<file path="src/rtl/sbg_pkg.sv">
package sbg_pkg;
  localparam int CNT_W   = 6;   // baud count field width
  localparam int SEL_W   = 2;   // idle selector width
  localparam int DATA_W  = 16;  // write port width
  localparam int SEL_LSB = 8;   // selector position in register 1

  // Strobes and settings handed from control to datapath
  typedef struct packed {
    logic [CNT_W-1:0] divisor;
    logic [SEL_W-1:0] toSel;
  } sbgCtl_t;
endpackage

</file>
<file path="src/rtl/sbg_ctrl.sv">
module sbg_ctrl
  import sbg_pkg::*;
#(
  parameter int DEFAULT_COUNT = 11
) (
  input  logic              clk,
  input  logic              rstN,
  input  logic              slowMode,
  input  logic              wrEn,
  input  logic              wrAddr,
  input  logic [DATA_W-1:0] wrData,
  input  logic              toHit,
  output sbgCtl_t           ctl
);
  localparam logic ADDR_COUNT = 1'b0;
  localparam logic ADDR_CFG   = 1'b1;
  localparam logic [SEL_W-1:0] SEL_OFF = '1;

  logic [CNT_W-1:0] countReg;
  logic [SEL_W-1:0] selReg;
  logic             unusedData;

  assign unusedData = ^wrData;

  always_ff @(posedge clk) begin
    if (!rstN) begin
      countReg <= CNT_W'(DEFAULT_COUNT);
      selReg   <= SEL_OFF;
    end else begin
      // A timeout restores the base rate and wins over a same-cycle write
      if (toHit)
        countReg <= CNT_W'(DEFAULT_COUNT);
      else if (wrEn && wrAddr == ADDR_COUNT)
        countReg <= wrData[CNT_W-1:0];
      if (wrEn && wrAddr == ADDR_CFG)
        selReg <= slowMode ? wrData[SEL_LSB +: SEL_W] : '0;
    end
  end

  assign ctl = '{divisor: countReg, toSel: selReg};
endmodule

</file>
<file path="src/rtl/sbg_datapath.sv">
module sbg_datapath
  import sbg_pkg::*;
#(
  parameter int PRESCALE   = 26,
  parameter int OVERSAMPLE = 16,
  parameter int TO_BASE    = 8
) (
  input  logic    clk,
  input  logic    rstN,
  input  sbgCtl_t ctl,
  input  logic    rxActive,
  output logic    toHit,
  output logic    tick16,
  output logic    tickBit,
  output logic    rxTimeout
);
  localparam int PRE_W  = $clog2(PRESCALE);
  localparam int OS_W   = $clog2(OVERSAMPLE);
  localparam int NSEL   = 3;
  localparam int TO_MAX = TO_BASE << (NSEL - 1);
  localparam int TO_W   = $clog2(TO_MAX + 1);

  logic [PRE_W-1:0] preCnt;
  logic [CNT_W-1:0] divCnt;
  logic [OS_W-1:0]  osCnt;
  logic [TO_W-1:0]  idleCnt;
  logic [TO_W-1:0]  limTab [NSEL];
  logic [TO_W-1:0]  curLimit;
  logic             preTick, osEvent, bitEvent, toEnable, atLimit;

  // Idle-interval ladder: TO_BASE doubled per selector step
  for (genvar g = 0; g < NSEL; g++) begin : gLim
    assign limTab[g] = TO_W'(TO_BASE << g);
  end

  always_comb begin
    curLimit = limTab[0];
    case (ctl.toSel)
      2'd1:    curLimit = limTab[1];
      2'd2:    curLimit = limTab[2];
      default: curLimit = limTab[0];
    endcase
  end

  assign toEnable = (ctl.toSel != 2'd3);
  assign preTick  = (preCnt == PRE_W'(PRESCALE - 1));
  assign osEvent  = preTick && (divCnt == '0);
  assign bitEvent = osEvent && (osCnt == OS_W'(OVERSAMPLE - 1));
  assign atLimit  = (idleCnt >= curLimit - 1'b1);
  assign toHit    = !rxActive && toEnable && bitEvent && atLimit;

  always_ff @(posedge clk) begin
    if (!rstN) begin
      preCnt    <= '0;
      divCnt    <= '0;
      osCnt     <= '0;
      idleCnt   <= '0;
      tick16    <= 1'b0;
      tickBit   <= 1'b0;
      rxTimeout <= 1'b0;
    end else begin
      preCnt <= preTick ? '0 : preCnt + 1'b1;
      // Divisor is picked up only at terminal count: no runt interval
      if (preTick)
        divCnt <= (divCnt == '0) ? ctl.divisor : divCnt - 1'b1;
      if (osEvent)
        osCnt <= (osCnt == OS_W'(OVERSAMPLE - 1)) ? '0 : osCnt + 1'b1;
      if (rxActive || !toEnable)
        idleCnt <= '0;
      else if (bitEvent)
        idleCnt <= atLimit ? '0 : idleCnt + 1'b1;
      tick16    <= osEvent;
      tickBit   <= bitEvent;
      rxTimeout <= toHit;
    end
  end
endmodule

</file>
<file path="src/rtl/sir_baud_gen.sv">
module sir_baud_gen
  import sbg_pkg::*;
#(
  parameter int PRESCALE      = 26,
  parameter int OVERSAMPLE    = 16,
  parameter int DEFAULT_COUNT = 11,
  parameter int TO_BASE       = 8
) (
  input  logic        clk,
  input  logic        rstN,
  input  logic        slowMode,
  input  logic        wrEn,
  input  logic        wrAddr,
  input  logic [15:0] wrData,
  input  logic        rxActive,
  output logic        tick16,
  output logic        tickBit,
  output logic        rxTimeout
);
  sbgCtl_t ctl;
  logic    toHit;

  sbg_ctrl #(.DEFAULT_COUNT(DEFAULT_COUNT)) uCtrl (
    .clk(clk), .rstN(rstN), .slowMode(slowMode), .wrEn(wrEn),
    .wrAddr(wrAddr), .wrData(wrData), .toHit(toHit), .ctl(ctl)
  );

  sbg_datapath #(
    .PRESCALE(PRESCALE), .OVERSAMPLE(OVERSAMPLE), .TO_BASE(TO_BASE)
  ) uPath (
    .clk(clk), .rstN(rstN), .ctl(ctl), .rxActive(rxActive),
    .toHit(toHit), .tick16(tick16), .tickBit(tickBit), .rxTimeout(rxTimeout)
  );
endmodule

</file>
<file path="config.mk">
export PLATFORM = sky130hd
export DESIGN_NAME = sir_baud_gen
export DESIGN_NICKNAME = d
export VERILOG_FILES = /design/src/rtl/sbg_pkg.sv /design/src/rtl/sbg_ctrl.sv /design/src/rtl/sbg_datapath.sv /design/src/rtl/sir_baud_gen.sv
export SDC_FILE = /design/constraint.sdc
export NUM_CORES = 1
export LEC_CHECK = 0
export CORE_ASPECT_RATIO = 1.25
export CORE_MARGIN = 2
export CORE_UTILIZATION = 60
export DETAILED_ROUTE_END_ITERATION = 6
export DONT_BUFFER_PORTS = 1
export HOLD_SLACK_MARGIN = 0.1
export PLACE_DENSITY_LB_ADDON = 0.25
export SYNTH_ARGS = -nofsm -noshare
export SYNTH_HDL_FRONTEND = slang
export SYNTH_SLANG_ARGS = --single-unit
</file>
<file path="constraint.sdc">
create_clock -name clk -period 2.8 [get_ports clk]
set_input_delay 0.28 -clock clk [delete_from_list [all_inputs] [get_ports clk]]
set_output_delay 0.28 -clock clk [all_outputs]
set_load 0.02 [all_outputs]
</file>
# After elaboration in Yosys (flattened, before gate mapping)
# Index checks and enable logic that the tools add are counted.
op_classes:
  addsub: 5
  n_lt_le_gt_ge: 1
  eq_ne: 5
  mux: 5
  n_bitwise: 2
  reduce_logical: 14
ops:
  columns: ["op", "n"]
  rows:
  - ["$mux W6", 2]
  - ["$pmux W6 S2", 1]
  - ["$sub A6 B1 Y6 const B", 2]
  - ["$logic_and A1 B1 Y1", 7]
  - ["$add A6 B1 Y6 const B", 1]
  - ["$ge A6 B6 Y1", 1]
  - ["$logic_not A6 Y1", 1]
  - ["$reduce_or A2 Y1", 3]
  - ["$add A5 B1 Y5 const B", 1]
  - ["$eq A5 B5 Y1 const B", 1]
  - ["$add A4 B1 Y4 const B", 1]
  - ["$eq A4 B4 Y1 const B", 1]
  - ["$mux W4", 1]
  - ["$eq A2 B1 Y1 const B", 1]
  - ["$eq A2 B2 Y1 const B", 1]
  - ["$logic_not A1 Y1", 2]
  - ["$mux W2", 1]
  - ["$ne A2 B2 Y1 const B", 1]
  - ["$not A1 Y1", 2]
  - ["$logic_or A1 B1 Y1", 1]
totals:
  ff_bits: 32
  in_bits: 22
  out_inout_bits: 3
  wordCells: 41

# Depth between registers and ports, before layout
# Gate-level depths: netlist (run 1).
depth:
  word_depth: 6
  ltp_mapped: 8
  ltp_nobuf: 8

# Cells and area by module
# Synthesis (run 1) repeated with hierarchy kept, for this count alone.
unflattened:
  cells_unflattened: 186
  hier_area_um2: 1631.6
by_module_without_submodules:
  columns: ["module", "n_inst", "cells_per_inst", "area_per_inst_um2", "seq_area_each_um2"]
  rows:
  - ["sbg_datapath", 1, 149, 1336.3, 480.5]
  - ["sbg_ctrl", 1, 37, 295.3, 160.2]

# Worst setup path after synthesis (run 1)
# Ideal clock, no wire load.
synth_path:
  kind: "register -> register"
  start: "reg uCtrl.selReg[0]"
  end: "reg uCtrl.countReg[0]"
  setup_ps: 63
  t_arrival_ps: 1761
  t_required_ps: 2737
  setup_slack_ps: 977
  stages_incl_launch_ff: 8
  path_buffers: 0
  synth_period_minus_slack_ps: 1823
  cell_sequence: "dfxtp_1 > inv_1 > ha_1 > ha_1 > nand3_1 > o2bb2ai_1 > or4_1 > nand3_1"
synth_between:
  elab_chain_len: 6
  elab_cells_between_ends: 10
  cone_classes: "1 x add/sub; 1 x order compare; 3 x eq/ne; 1 x mux; 4 x reduce/logical"
synth_lines:
  columns: ["item", "line_no", "source"]
  rows:
  - ["from (decl)", "sbg_ctrl.sv:20", "logic [SEL_W-1:0] selReg;"]
  - ["from (signal assigned)", "sbg_ctrl.sv:36", "selReg <= slowMode ? wrData[SEL_LSB +: SEL_W] : '0;"]
  - ["$eq A2 B2 Y1 / $eq A2 B1 Y1 (equally long branches)", "sbg_datapath.sv:38", "case (ctl.toSel)"]
  - ["$pmux W6 S2", "sbg_datapath.sv:38", null]
  - ["$sub A6 B1 Y6", "sbg_datapath.sv:49", "assign atLimit = (idleCnt >= curLimit - 1'b1);"]
  - ["$ge A6 B6 Y1", "sbg_datapath.sv:49", null]
  - ["$logic_and A1 B1 Y1 *", "sbg_datapath.sv:50", "assign toHit = !rxActive && toEnable && bitEvent && atLimit;"]
  - ["$reduce_or A2 Y1 (no source line) *", null, null]
  - ["to (signal assigned)", "sbg_ctrl.sv:27", "countReg <= CNT_W'(DEFAULT_COUNT);"]
  - ["to (signal assigned)", "sbg_ctrl.sv:32", "countReg <= CNT_W'(DEFAULT_COUNT);"]
  - ["to (signal assigned)", "sbg_ctrl.sv:34", "countReg <= wrData[CNT_W-1:0];"]
  - ["to (decl)", "sbg_ctrl.sv:19", "logic [CNT_W-1:0] countReg;"]
# Every way passes the cells marked *; elsewhere a longest branch is shown, timed or not.
# A chain may end at the register's enable or synchronous reset.

# Worst setup path in the final report (run 1)
layout_path:
  start: "reg uPath.divCnt[0]"
  end: "reg uPath.idleCnt[3]"
layout_between:
  elab_chain_len: 3
layout_lines:
  columns: ["item", "line_no", "source"]
  rows:
  - ["from (decl)", "sbg_datapath.sv:24", "logic [CNT_W-1:0] divCnt;"]
  - ["from (signal assigned)", "sbg_datapath.sv:65", "divCnt <= (divCnt == '0) ? ctl.divisor : divCnt - 1'b1;"]
  - ["$logic_not A6 Y1", "sbg_datapath.sv:47", "assign osEvent = preTick && (divCnt == '0);"]
  - ["$logic_and A1 B1 Y1", "sbg_datapath.sv:47", null]
  - ["$logic_and A1 B1 Y1", "sbg_datapath.sv:48", "assign bitEvent = osEvent && (osCnt == OS_W'(OVERSAMPLE - 1));"]
  - ["to (signal assigned)", "sbg_datapath.sv:71", "idleCnt <= atLimit ? '0 : idleCnt + 1'b1;"]
  - ["to (decl)", "sbg_datapath.sv:26", "logic [TO_W-1:0] idleCnt;"]
# Every way passes these cells.

==> reports/metrics.yaml, run 1 <==
synthesis:
  ys_seq_area_share_pct: 40.73
  ys_ff_latch: 32
  yosysTopAreaCell: "dfxtp_1"
  synth_top_area_share_pct: 40.73
  synthesis.instances: 177
  synth.area.top_cells: "dfxtp_1 41%, ha_1 9.5%, a21oi_1 5.1%"
  post-synth-top-count-cell: "dfxtp_1"
  synth_fp_nets: 211
  yosys-top-cells-count: "32 x dfxtp_1, 16 x a21oi_1, 14 x nor2_1"
  synth_edf_count: 0
  avgSynthCellArea_um2: 8.886
  ys_warn_count: 0
  synth_cell_types: 41
  ys_async_sr_fraction_pct: 0
  ys.flop_type: "dfxtp_1"
  syn_area_um2: 1573
clock_tree:
  root_buffer: "clkbuf_4"
  cts_setup_buffers: 0
  cts_tree: "built"
  numCtsBuffers: 5
  clkLatencyLatePin_ns: 0.33
  cts_buffer_depth: 2
  cts_sinks: 32
  clkTransAtPathRegs_ns: 0.10
  htree_levels: 2
  cts_resized: 0
critical_path:
  rr_endpoint: "uPath.idleCnt[3]"
  crit_arrival_ns: 2.37
  reg2regPathDepth: 6
  path_max_fanout: 10
  crit_path_end_kind: "flip-flop"
  critPathKind: "flip-flop to flip-flop"
  cp_data_required_time_ns: 3.06
  r2r-start: "uPath.divCnt[0]"
  rrSetupSlack_ns: 0.69
  startpoint_type: "flip-flop"
route:
  drc: 0
  dr_total_vias: 1316
  viasPerCell: 6.037
  postRouteAntennaNets: 0
  finalWirelength_um: 3116
  wl_per_cell_um: 14.29
  dr.pass1.iters: 4
  drtIter0Drc: 27
sta:
  setup_viol: 0
  rsz0062_at_grt: "no"
  hold_ws_ns: 0.1109
  tightest_slew_ns: 0.6442
  final.setup_skew_ns: 0.006192
  period_minus_slack_ns: 2.107
  worst_slack_ns: 0.6933
  clock.fmax_mhz: 474.7
  drv_slew: 0
  finalSetupTns_ns: 0
  hold_viol_final: 0
  fin_crit_sh_pct: 75.24
  relSlewSlack_pct: 56.97
flow_run:
  maxCapViolations: 0
place:
  dp_hpwl_um: 2203
  dpl_cell_area_um2: 1592
  gp_congestion: 0.8463
  portBuffers: 0
  dp_slack_ns: 0.8059
floorplan:
  die_area_um2: 3049
  die_w_um: 49.80
  core_area_um2: 2452
  initial_utilization_pct: 64.13
  rows: 20
  die_h_um: 61.24
  pin_count: 25
min_path:
  whs_path_depth: 2
  hp-start: "wrData[4]"
  min_path_type: "input port to flip-flop"
  hold-path-endpoint: "uCtrl.countReg[4]"
global_route:
  track_usage_pct: 25.22
  grt_start_max_net_pins: 12
  antenna_found_initial: 0
  grt_pass1_vias: 1331
  gr-total-overflow: 0
  grt_pass1_wl_um: 5754
cells_and_area:
  filler_cell_count: 214
  final_area_um2: 1737
  drive_above_1_share_pct: 6.486
  nets: 218
  syn_to_final_growth_pct: 10.42
  utilization_pct: 70.82
  diodes: 0
  ff_latch_area_um2: 640.6
  multi_input_area_um2: 875.8
power_and_ir_drop:
  p_leak_uw: 0.0006476
  vdd_drop_max_mv: 0.4159
  power.density_nw_per_um2: 522.2
status:
  status: "completed"
## per-layer routing
| layer | GRT usage (%) | vias up | routed length [µm] |
|---|---|---|---|
| met1 | 27.69 | 618 | 1305 |
| met3 | 7.767 | 13 | 140 |
| met5 | 0 | - | 0 |
| met4 | 11.90 | 0 | 89 |
| met2 | 45.14 | 29 | 1580 |
| li1 | - | 656 | - |
## critical path, stage by stage (launching register included)
cell     delay [ns]
dfxtp_1        0.34
inv_1          0.12
ha_1           0.17
nor3b_4        0.44
nand4_4        0.27
or4_1          0.52
a21oi_1        0.17
## through the flow
stage	cells	power, µW
2_1_floorplan	177	512.6
3_3_place_gp	205	516.0
3_5_place_dp	205	519.1
4_1_cts	218	916.8
5_1_grt	218	939.3
6_report	218	906.8
## state kept, by name, summed over array words and instances (netlist names)
name,cells
uPath.idleCnt,6
uPath.osCnt,4
uPath.rxTimeout,1
uPath.preCnt,5
uPath.tick16,1
uCtrl.countReg,6
uPath.divCnt,6
uCtrl.selReg,2
uPath.tickBit,1
## layout make-up
class                   instances  share of cell area, %
clock inverters                 1                  1.729
multi-input cells             131                  50.43
clock buffers                   7                  3.746
repair buffers                  5                  2.882
well taps                      33                  2.378
flip-flops and latches         32                  36.89
inverters                       9                  1.945
## repair_timing
action | 4_1_cts | 5_1_grt
endpoints found under the setup margin | 0 | 0
hold buffers | 5 | 0
hold endpoints to repair | 10 | 0
## worst max path at each step
stage | start | to | slack, ns | cells after the start
CTS | uPath.divCnt[0] | uPath.idleCnt[3] | 0.67 | 6
global placement | uPath.preCnt[0] | uPath.idleCnt[5] | 0.86 | 5
finish | uPath.divCnt[0] | uPath.idleCnt[3] | 0.69 | 6
global route | uPath.divCnt[0] | uPath.idleCnt[1] | 0.52 | 6
floorplan | uCtrl.selReg[0] | uCtrl.countReg[0] | 0.98 | 7
detailed placement | uPath.divCnt[0] | uPath.idleCnt[3] | 0.81 | 6
## where the power goes
part | internal [µW] | switching [µW]
sequential | 465 | 8.43
clock | 237 | 154
combinational | 21.3 | 21.8
total | 723 | 184
## kinds of logic after synthesis
kind of cell             Yosys count  share of synthesized area (%)
AND/OR/NAND/NOR                   67                          23.79
AO/OA/AOI/OAI                     40                          15.12
flip-flops                        32                          40.73
buffers and inverters             14                          3.580
adder cells (fa/ha/maj)           12                          9.546
multiplexers                       7                          4.455
XOR/XNOR                           5                          2.785
## cells in the final DEF (no fill, tap or decap), types with 2 or more instances in the layout
cell and instances:
o21ai_0 9, xor2_1 3, nand2_1 13, clkbuf_4 5, a22oi_1 2, o22ai_1 2, a21oi_1 16, dfxtp_1 32
o31ai_1 4, inv_1 8, mux2i_1 7, nor3_1 3, clkbuf_8 2, xnor2_1 2, nand4_1 4, ha_1 12
o311ai_0 2, nand3_1 13, dlygate4sd3_1 5, or3_1 2, or4_1 5, nor2_1 14
Note: power is estimated with default switching activity, not from simulation.
==> run 2, diff against run 1 <==
Settings changed: ABC_AREA set to 1, CORE_UTILIZATION 60 to 56.
Clock period 2.8 ns to 1.83 ns, I/O delays scaled along.
==> run 2 against run 1 <==
  * Register-to-register slack lost 0.61 ns
  * Flip-flop and latch count is the same
  * Sequential share of layout area shrank 2.3 points
  * Largest cell class unchanged
==> reports/metrics.yaml, run 2 <==
sta:
  finalSetupTns_ns: 0  # unchanged
  clock.fmax_mhz: 573.0  # +21%
  hold_viol_final: 0  # unchanged
  fin_crit_sh_pct: 95.36  # +20 points
  period_minus_slack_ns: 1.745  # -0.3616 ns
  drv_slew: 0  # unchanged
  final.setup_skew_ns: 0.009909  # +0.003717 ns
  relSlewSlack_pct: 76.55  # +20 points
  tightest_slew_ns: 0.3506  # -0.2936 ns
  setup_viol: 0  # unchanged
place:
  portBuffers: 0  # unchanged
  dp_hpwl_um: 2445  # +11%
  gp_congestion: 0.7400  # -13%
critical_path:
  rr_endpoint: "uCtrl.countReg[2]"
  path_max_fanout: 6  # -4
  cp_num_cells: 11  # +5
  crit_arrival_ns: 1.98  # -0.39 ns
  crit_end: "uCtrl.countReg[2]"
  crit_path_end_kind: "flip-flop"
  cpPeakStageDelay_ns: 0.35  # -0.17 ns
  reg2regPathDepth: 11  # +5
  crit_start: "uCtrl.selReg[0]"
  cpLargestDelayFamily: "simple AND/OR/NAND/NOR gates"
  startpoint_type: "flip-flop"
  cp_data_required_time_ns: 2.07  # -0.99 ns
  r2r-start: "uCtrl.selReg[0]"
  crit_chain: "inv_1 -> ha_1 -> inv_1 -> ha_1 -> nand2_1 -> inv_1 -> nand4_1 -> nand2_2 -> nand3_2 -> nand2_2 -> nor2_1"
  cp.buffers_inverters: 3  # +2
  crit_top_cell: "inv_1"
  rrSetupSlack_ns: 0.08  # -0.61 ns
  critPathKind: "flip-flop to flip-flop"
  critPathSlowestCell: "dfxtp_2"
floorplan:
  die_w_um: 52.54  # +5.5%
  rows: 22  # +10%
  die_h_um: 64.67  # +5.6%
  core_area_um2: 2863  # +17%
  die_area_um2: 3397  # +11%
  initial_utilization_pct: 57.60  # -6.5 points
  pin_count: 25  # unchanged
flow_run:
  maxCapViolations: 0  # unchanged
route:
  drtIter0Drc: 40  # +48%
  drc: 0  # unchanged
  postRouteAntennaNets: 0  # unchanged
  finalWirelength_um: 3442  # +10%
  wl_per_cell_um: 12.94  # -9.5%
  dr_total_vias: 1420  # +7.9%
  dr.pass1.iters: 4  # unchanged
  viasPerCell: 5.338  # -12%
synthesis:
  syn_area_um2: 1649  # +4.9%
  synthesis.instances: 213  # +20%
  ys_warn_count: 0  # unchanged
  synth_edf_count: 0  # unchanged
  ys_async_sr_fraction_pct: 0  # unchanged
  ys_seq_area_share_pct: 38.85  # -1.9 points
  ys_ff_latch: 32  # unchanged
  yosysTopAreaCell: "dfxtp_1"
  synth_cell_types: 32  # -22%
  avgSynthCellArea_um2: 7.742  # -13%
  synth_fp_nets: 247  # +17%
  synth.area.top_cells: "dfxtp_1 39%, nand2_1 10%, ha_1 9.1%"
  post-synth-top-count-cell: "nand2_1"
  yosys-top-cells-count: "46 x nand2_1, 32 x dfxtp_1, 27 x inv_1"
  synth_top_area_share_pct: 38.85  # -1.9 points
  ys.flop_type: "dfxtp_1"
global_route:
  grt_pass1_vias: 1329  # -0.15%
  grt_util_met2_pct: 39.22  # -5.9 points
  top_usage_layer: "met2"
  gr-total-overflow: 0  # unchanged
  grtUsageMet3_pct: 6.221  # -1.5 points
  grt_pass1_wl_um: 5499  # -4.4%
  track_usage_pct: 22.11  # -3.1 points
  met1_usage_pct: 22.16  # -5.5 points
  antenna_found_initial: 0  # unchanged
  grt_start_max_net_pins: 14  # +2
cells_and_area:
  nets: 263  # +21%
  final_common_cell: "nand2_1"
  filler_cell_count: 247  # +15%
  drive_above_1_share_pct: 9.565  # +3.1 points
  mostFrequentLayoutCells: "45 x nand2_1, 30 x dfxtp_1, 27 x inv_1"
  utilization_pct: 64.99  # -5.8 points
  reg_top3: "uCtrl.countReg x6, uPath.divCnt x6, uPath.idleCnt x6"
  ff_latch_area_um2: 643.1  # +0.39%
  syn_to_final_growth_pct: 12.82
  diodes: 0  # unchanged
  multi_input_area_um2: 890.9  # +1.7%
clock_tree:
  cts_sinks: 32  # unchanged
  root_buffer: "clkbuf_4"
  numCtsBuffers: 5  # unchanged
  clkTransAtPathRegs_ns: 0.10  # about the same
  clkLatencyLatePin_ns: 0.33  # about the same
  cts_buffer_depth: 2  # unchanged
  cts_tree: "built"
  htree_levels: 2  # unchanged
power_and_ir_drop:
  power.density_nw_per_um2: 662.2  # +27%
  vdd_drop_max_mv: 0.3321  # -20%
  p_leak_uw: 0.0008131  # +26%
min_path:
  min_path_type: "input port to flip-flop"
  whs_path_depth: 3  # +1
  hp-start: "wrData[4]"
status:
  status: "completed"
## run 2: metrics by stage
stage | total power, µW | std cells | setup WS [ns] | instance area, µm² | hold slack (ns)
4_1_cts | 1230 | 262 | 0.04743 | 1818 | 0.1016
3_5_place_dp | 800.5 | 246 | 0.07101 | 1679 | 0.2757
2_1_floorplan | 788.7 | 213 | 0.2941 | 1649 | 0.3245
5_1_grt | 1302 | 266 | -0.01997 | 1861 | 0.1160
3_3_place_gp | 794.3 | 246 | 0.1674 | 1679 | 0.2721
6_report | 1232 | 266 | 0.08494 | 1861 | 0.1205
## run 2: cells by family (layout without fill, tap and decap cells)
family                     count (synthesis)  in the layout  share of synthesized area, %
AOI/OAI and AO/OA                         34             34                         11.23
xor gates and xnor gates                   5              5                         2.656
adders and majority gates                 12             12                         9.104
buffers and inverters                     31             48                         7.283
DFF                                       32             32                         38.85
muxes                                      5              5                         3.262
and+or+nand+nor                           94             94                         27.62
## run 2: worst min-delay path by stage
stage / endpoint
2_1_floorplan: uCtrl.countReg[0]
3_3_place_gp: uCtrl.countReg[3]
3_5_place_dp: uCtrl.countReg[1]
4_1_cts: uCtrl.selReg[1]
5_1_grt: uCtrl.countReg[4]
6_report: uCtrl.countReg[4]
## run 2: repair_timing
action	CTS	global route
hold endpoints to repair	13	2
hold buffers	8	3
buffers inserted	0	1
setup endpoints to repair	0	12
gates resized for setup	0	3
## run 2: per-layer routing
metal | part of all wire [%] | vias to the layer above
li1 | - | 723
met1 | 38 | 663
met2 | 56 | 22
met3 | 2.8 | 12
met4 | 3.1 | 0
met5 | 0 | -
## run 2: layout make-up
cell class / count / share of cell area [%]
Clock buffer: 8 / 3.161
Inverter: 28 / 5.649
Multi-Input combinational cell: 150 / 47.88
Sequential cell: 32 / 34.57
Tap cell: 36 / 2.421
Timing Repair Buffer: 12 / 6.321
## run 2: power breakdown
part           internal (µW)  switching (µW)  leakage (µW)  total (µW)
Combinational           43.5            46.7      0.000521        90.2
Sequential               711            10.5      0.000259         722
Clock                    189             231     0.0000326         420
## run 2: worst min-delay path: cells and delay by family
family | cells | cell delay [ns]
buffers and inverters | 1 | 0.03
multiplexers | 1 | 0.12
AND/OR/NAND/NOR | 1 | 0.09
==> run 3, diff against run 2 <==
Settings changed: CORE_UTILIZATION 56 to 59, CTS_BUF_LIST set to sky130_fd_sc_hd__clkbuf_2.
==> run 3 against run 2 <==
  * Sequential share of layout area down 0.97 points
  * Critical path type unchanged
  * Count of clock-buffer cells in the layout down 1
  * Cell count is 0.75% higher
  * Highest routed layer unchanged
  * Critical endpoint is now uCtrl.countReg[5]
==> reports/metrics.yaml, run 3 (synthesis results as in run 2) <==
status:
  status: "completed"
critical_path:
  crit_path_end_kind: "flip-flop"
  critPathSlowestCell: "dfxtp_2"
  startpoint_type: "flip-flop"
  critPathKind: "flip-flop to flip-flop"
  cpPeakStageDelay_ns: 0.36  # about the same
  path_max_fanout: 6  # unchanged
  crit_arrival_ns: 2.04  # +0.06 ns
  crit_chain: "inv_1 -> ha_2 -> nand2_2 -> ha_4 -> nand2_1 -> inv_1 -> nand4_1 -> nand2_2 -> nand3_4 -> nand2_4 -> nor2_1"
  cp_data_required_time_ns: 2.12  # +0.05 ns
place:
  portBuffers: 0  # unchanged
  dp_hpwl_um: 2282  # -6.7%
  gp_congestion: 0.7760  # +4.9%
  dp_slack_ns: 0.1227  # +0.05168 ns
route:
  drtIter0Drc: 32  # -20%
  dr.pass1.iters: 4  # unchanged
  viasPerCell: 5.302  # -0.68%
  wl_per_cell_um: 12.69  # -1.9%
  highest_layer: "met4"
  drc: 0  # unchanged
  wl_met1_um: 1376  # +4.6%
  dr_total_vias: 1421  # +0.070%
  dr_wl_met3_um: 164  # +69%
  postRouteAntennaNets: 0  # unchanged
  finalWirelength_um: 3401  # -1.2%
  wl_met2_um: 1791  # -6.9%
sta:
  drv_slew: 0  # unchanged
  worst_slack_ns: 0.08314  # -0.001795 ns
  hold_ws_ns: 0.2721  # +0.1516 ns
  relSlewSlack_pct: 70.42  # -6.1 points
  hold_viol_final: 0  # unchanged
  period_minus_slack_ns: 1.747  # +0.001795 ns
  finalSetupTns_ns: 0  # unchanged
  setup_viol: 0  # unchanged
  fin_crit_sh_pct: 95.46  # +0.098 points
  clock.fmax_mhz: 572.5  # -0.10%
  final.setup_skew_ns: 0.02110  # +0.01119 ns
  tightest_slew_ns: 0.4436  # +0.09305 ns
global_route:
  grt_pass1_wl_um: 5609  # +2.0%
  grt_start_max_net_pins: 12  # -2
  grt_pass1_vias: 1380  # +3.8%
  track_usage_pct: 22.85  # +0.74 points
  gr-total-overflow: 0  # unchanged
  antenna_found_initial: 0  # unchanged
floorplan:
  die_area_um2: 3237  # -4.7%
  initial_utilization_pct: 61.53  # +3.9 points
  core_area_um2: 2680  # -6.4%
  pin_count: 25  # unchanged
  rows: 21  # -4.5%
  die_h_um: 63.11  # -2.4%
  die_w_um: 51.29  # -2.4%
clock_tree:
  htree_levels: 2  # unchanged
  clkLatencyLatePin_ns: 0.37  # +0.04 ns
  numCtsBuffers: 5  # unchanged
  cts_buffer_depth: 2  # unchanged
  cts_tree: "built"
  cts_sinks: 32  # unchanged
  clkTransAtPathRegs_ns: 0.16  # +0.06 ns
  root_buffer: "clkbuf_2"
cells_and_area:
  ff_latch_area_um2: 643.1  # unchanged
  reg_top3: "uCtrl.countReg x6, uPath.divCnt x6, uPath.idleCnt x6"
  final_common_cell: "nand2_1"
  nets: 267  # +1.5%
  multi_input_area_um2: 927.1  # +4.1%
  filler_cell_count: 214  # -13%
  diodes: 0  # unchanged
  syn_to_final_growth_pct: 16.09
  mostFrequentLayoutCells: "44 x nand2_1, 30 x dfxtp_1, 27 x inv_1"
  drive_above_1_share_pct: 12.39  # +2.8 points
power_and_ir_drop:
  p_leak_uw: 0.0008366  # +2.9%
  power.density_nw_per_um2: 601.0  # -9.3%
  vdd_drop_max_mv: 0.4420  # +33%
flow_run:
  maxCapViolations: 0  # unchanged
min_path:
  min_path_type: "input port to flip-flop"
## run 3: cell types whose count changed in the layout (fill, tap and decap cells not counted), moves of 2 or more
cell and delta:
clkbuf_2 +7, clkbuf_4 -5, clkbuf_1 -2, dlygate4sd3_1 +2, ha_1 -2
## run 3: power by group
part	switching, µW	internal (µW)	total (µW)
combinational	48.6	49.6	98.1
clock	227	102	329
sequential	10.4	713	723
## run 3: timing repair
action	in CTS	in global routing
gates resized for setup	0	11
setup endpoints to repair	0	12
hold endpoints to repair	23	0
hold buffers	14	0
setup buffers	0	1
## run 3: worst max-delay path: cells and delay by family (launching register included)
kind                       cells  cell delay, ns
and+or+nand+nor                7            0.71
adders and majority gates      2            0.47
DFF                            1            0.36
buffers and inverters          2            0.16
## run 3: per-stage QoR
stage	area [µm²]	instances	util (%)	power [µW]
after global routing	1914	268	71.43	1205
after detailed placement	1684	245	62.84	799.7
after floorplan	1649	213	-	788.7
after CTS	1863	267	69.51	1150
final	1914	268	71.43	1150
after global placement	1684	245	62.84	795.2
## run 3: per-layer routing
layer,track usage [%],vias to the layer above
li1,-,732
met1,24.05,648
met2,40.42,34
met3,7.820,7
met4,9.539,0
met5,0,-
## run 3: final cells by class
type / count / share of cell area [%]
multi-input cells: 150 / 48.43
flip-flops and latches: 32 / 33.59
repair buffers: 16 / 8.235
inverters: 28 / 5.490
well taps: 34 / 2.222
clock buffers: 7 / 1.830
clock inverters: 1 / 0.1961
## run 3: final timing paths
path	start	end	slack (ns)	cells past startpoint
setup reg to reg	uCtrl.selReg[0]	uCtrl.countReg[5]	0.08	11
hold reg to reg	uPath.preCnt[0]	uPath.preCnt[0]	0.49	1
hold / removal	wrEn	uCtrl.countReg[1]	0.27	4
setup / recovery	uCtrl.selReg[0]	uCtrl.countReg[5]	0.08	11
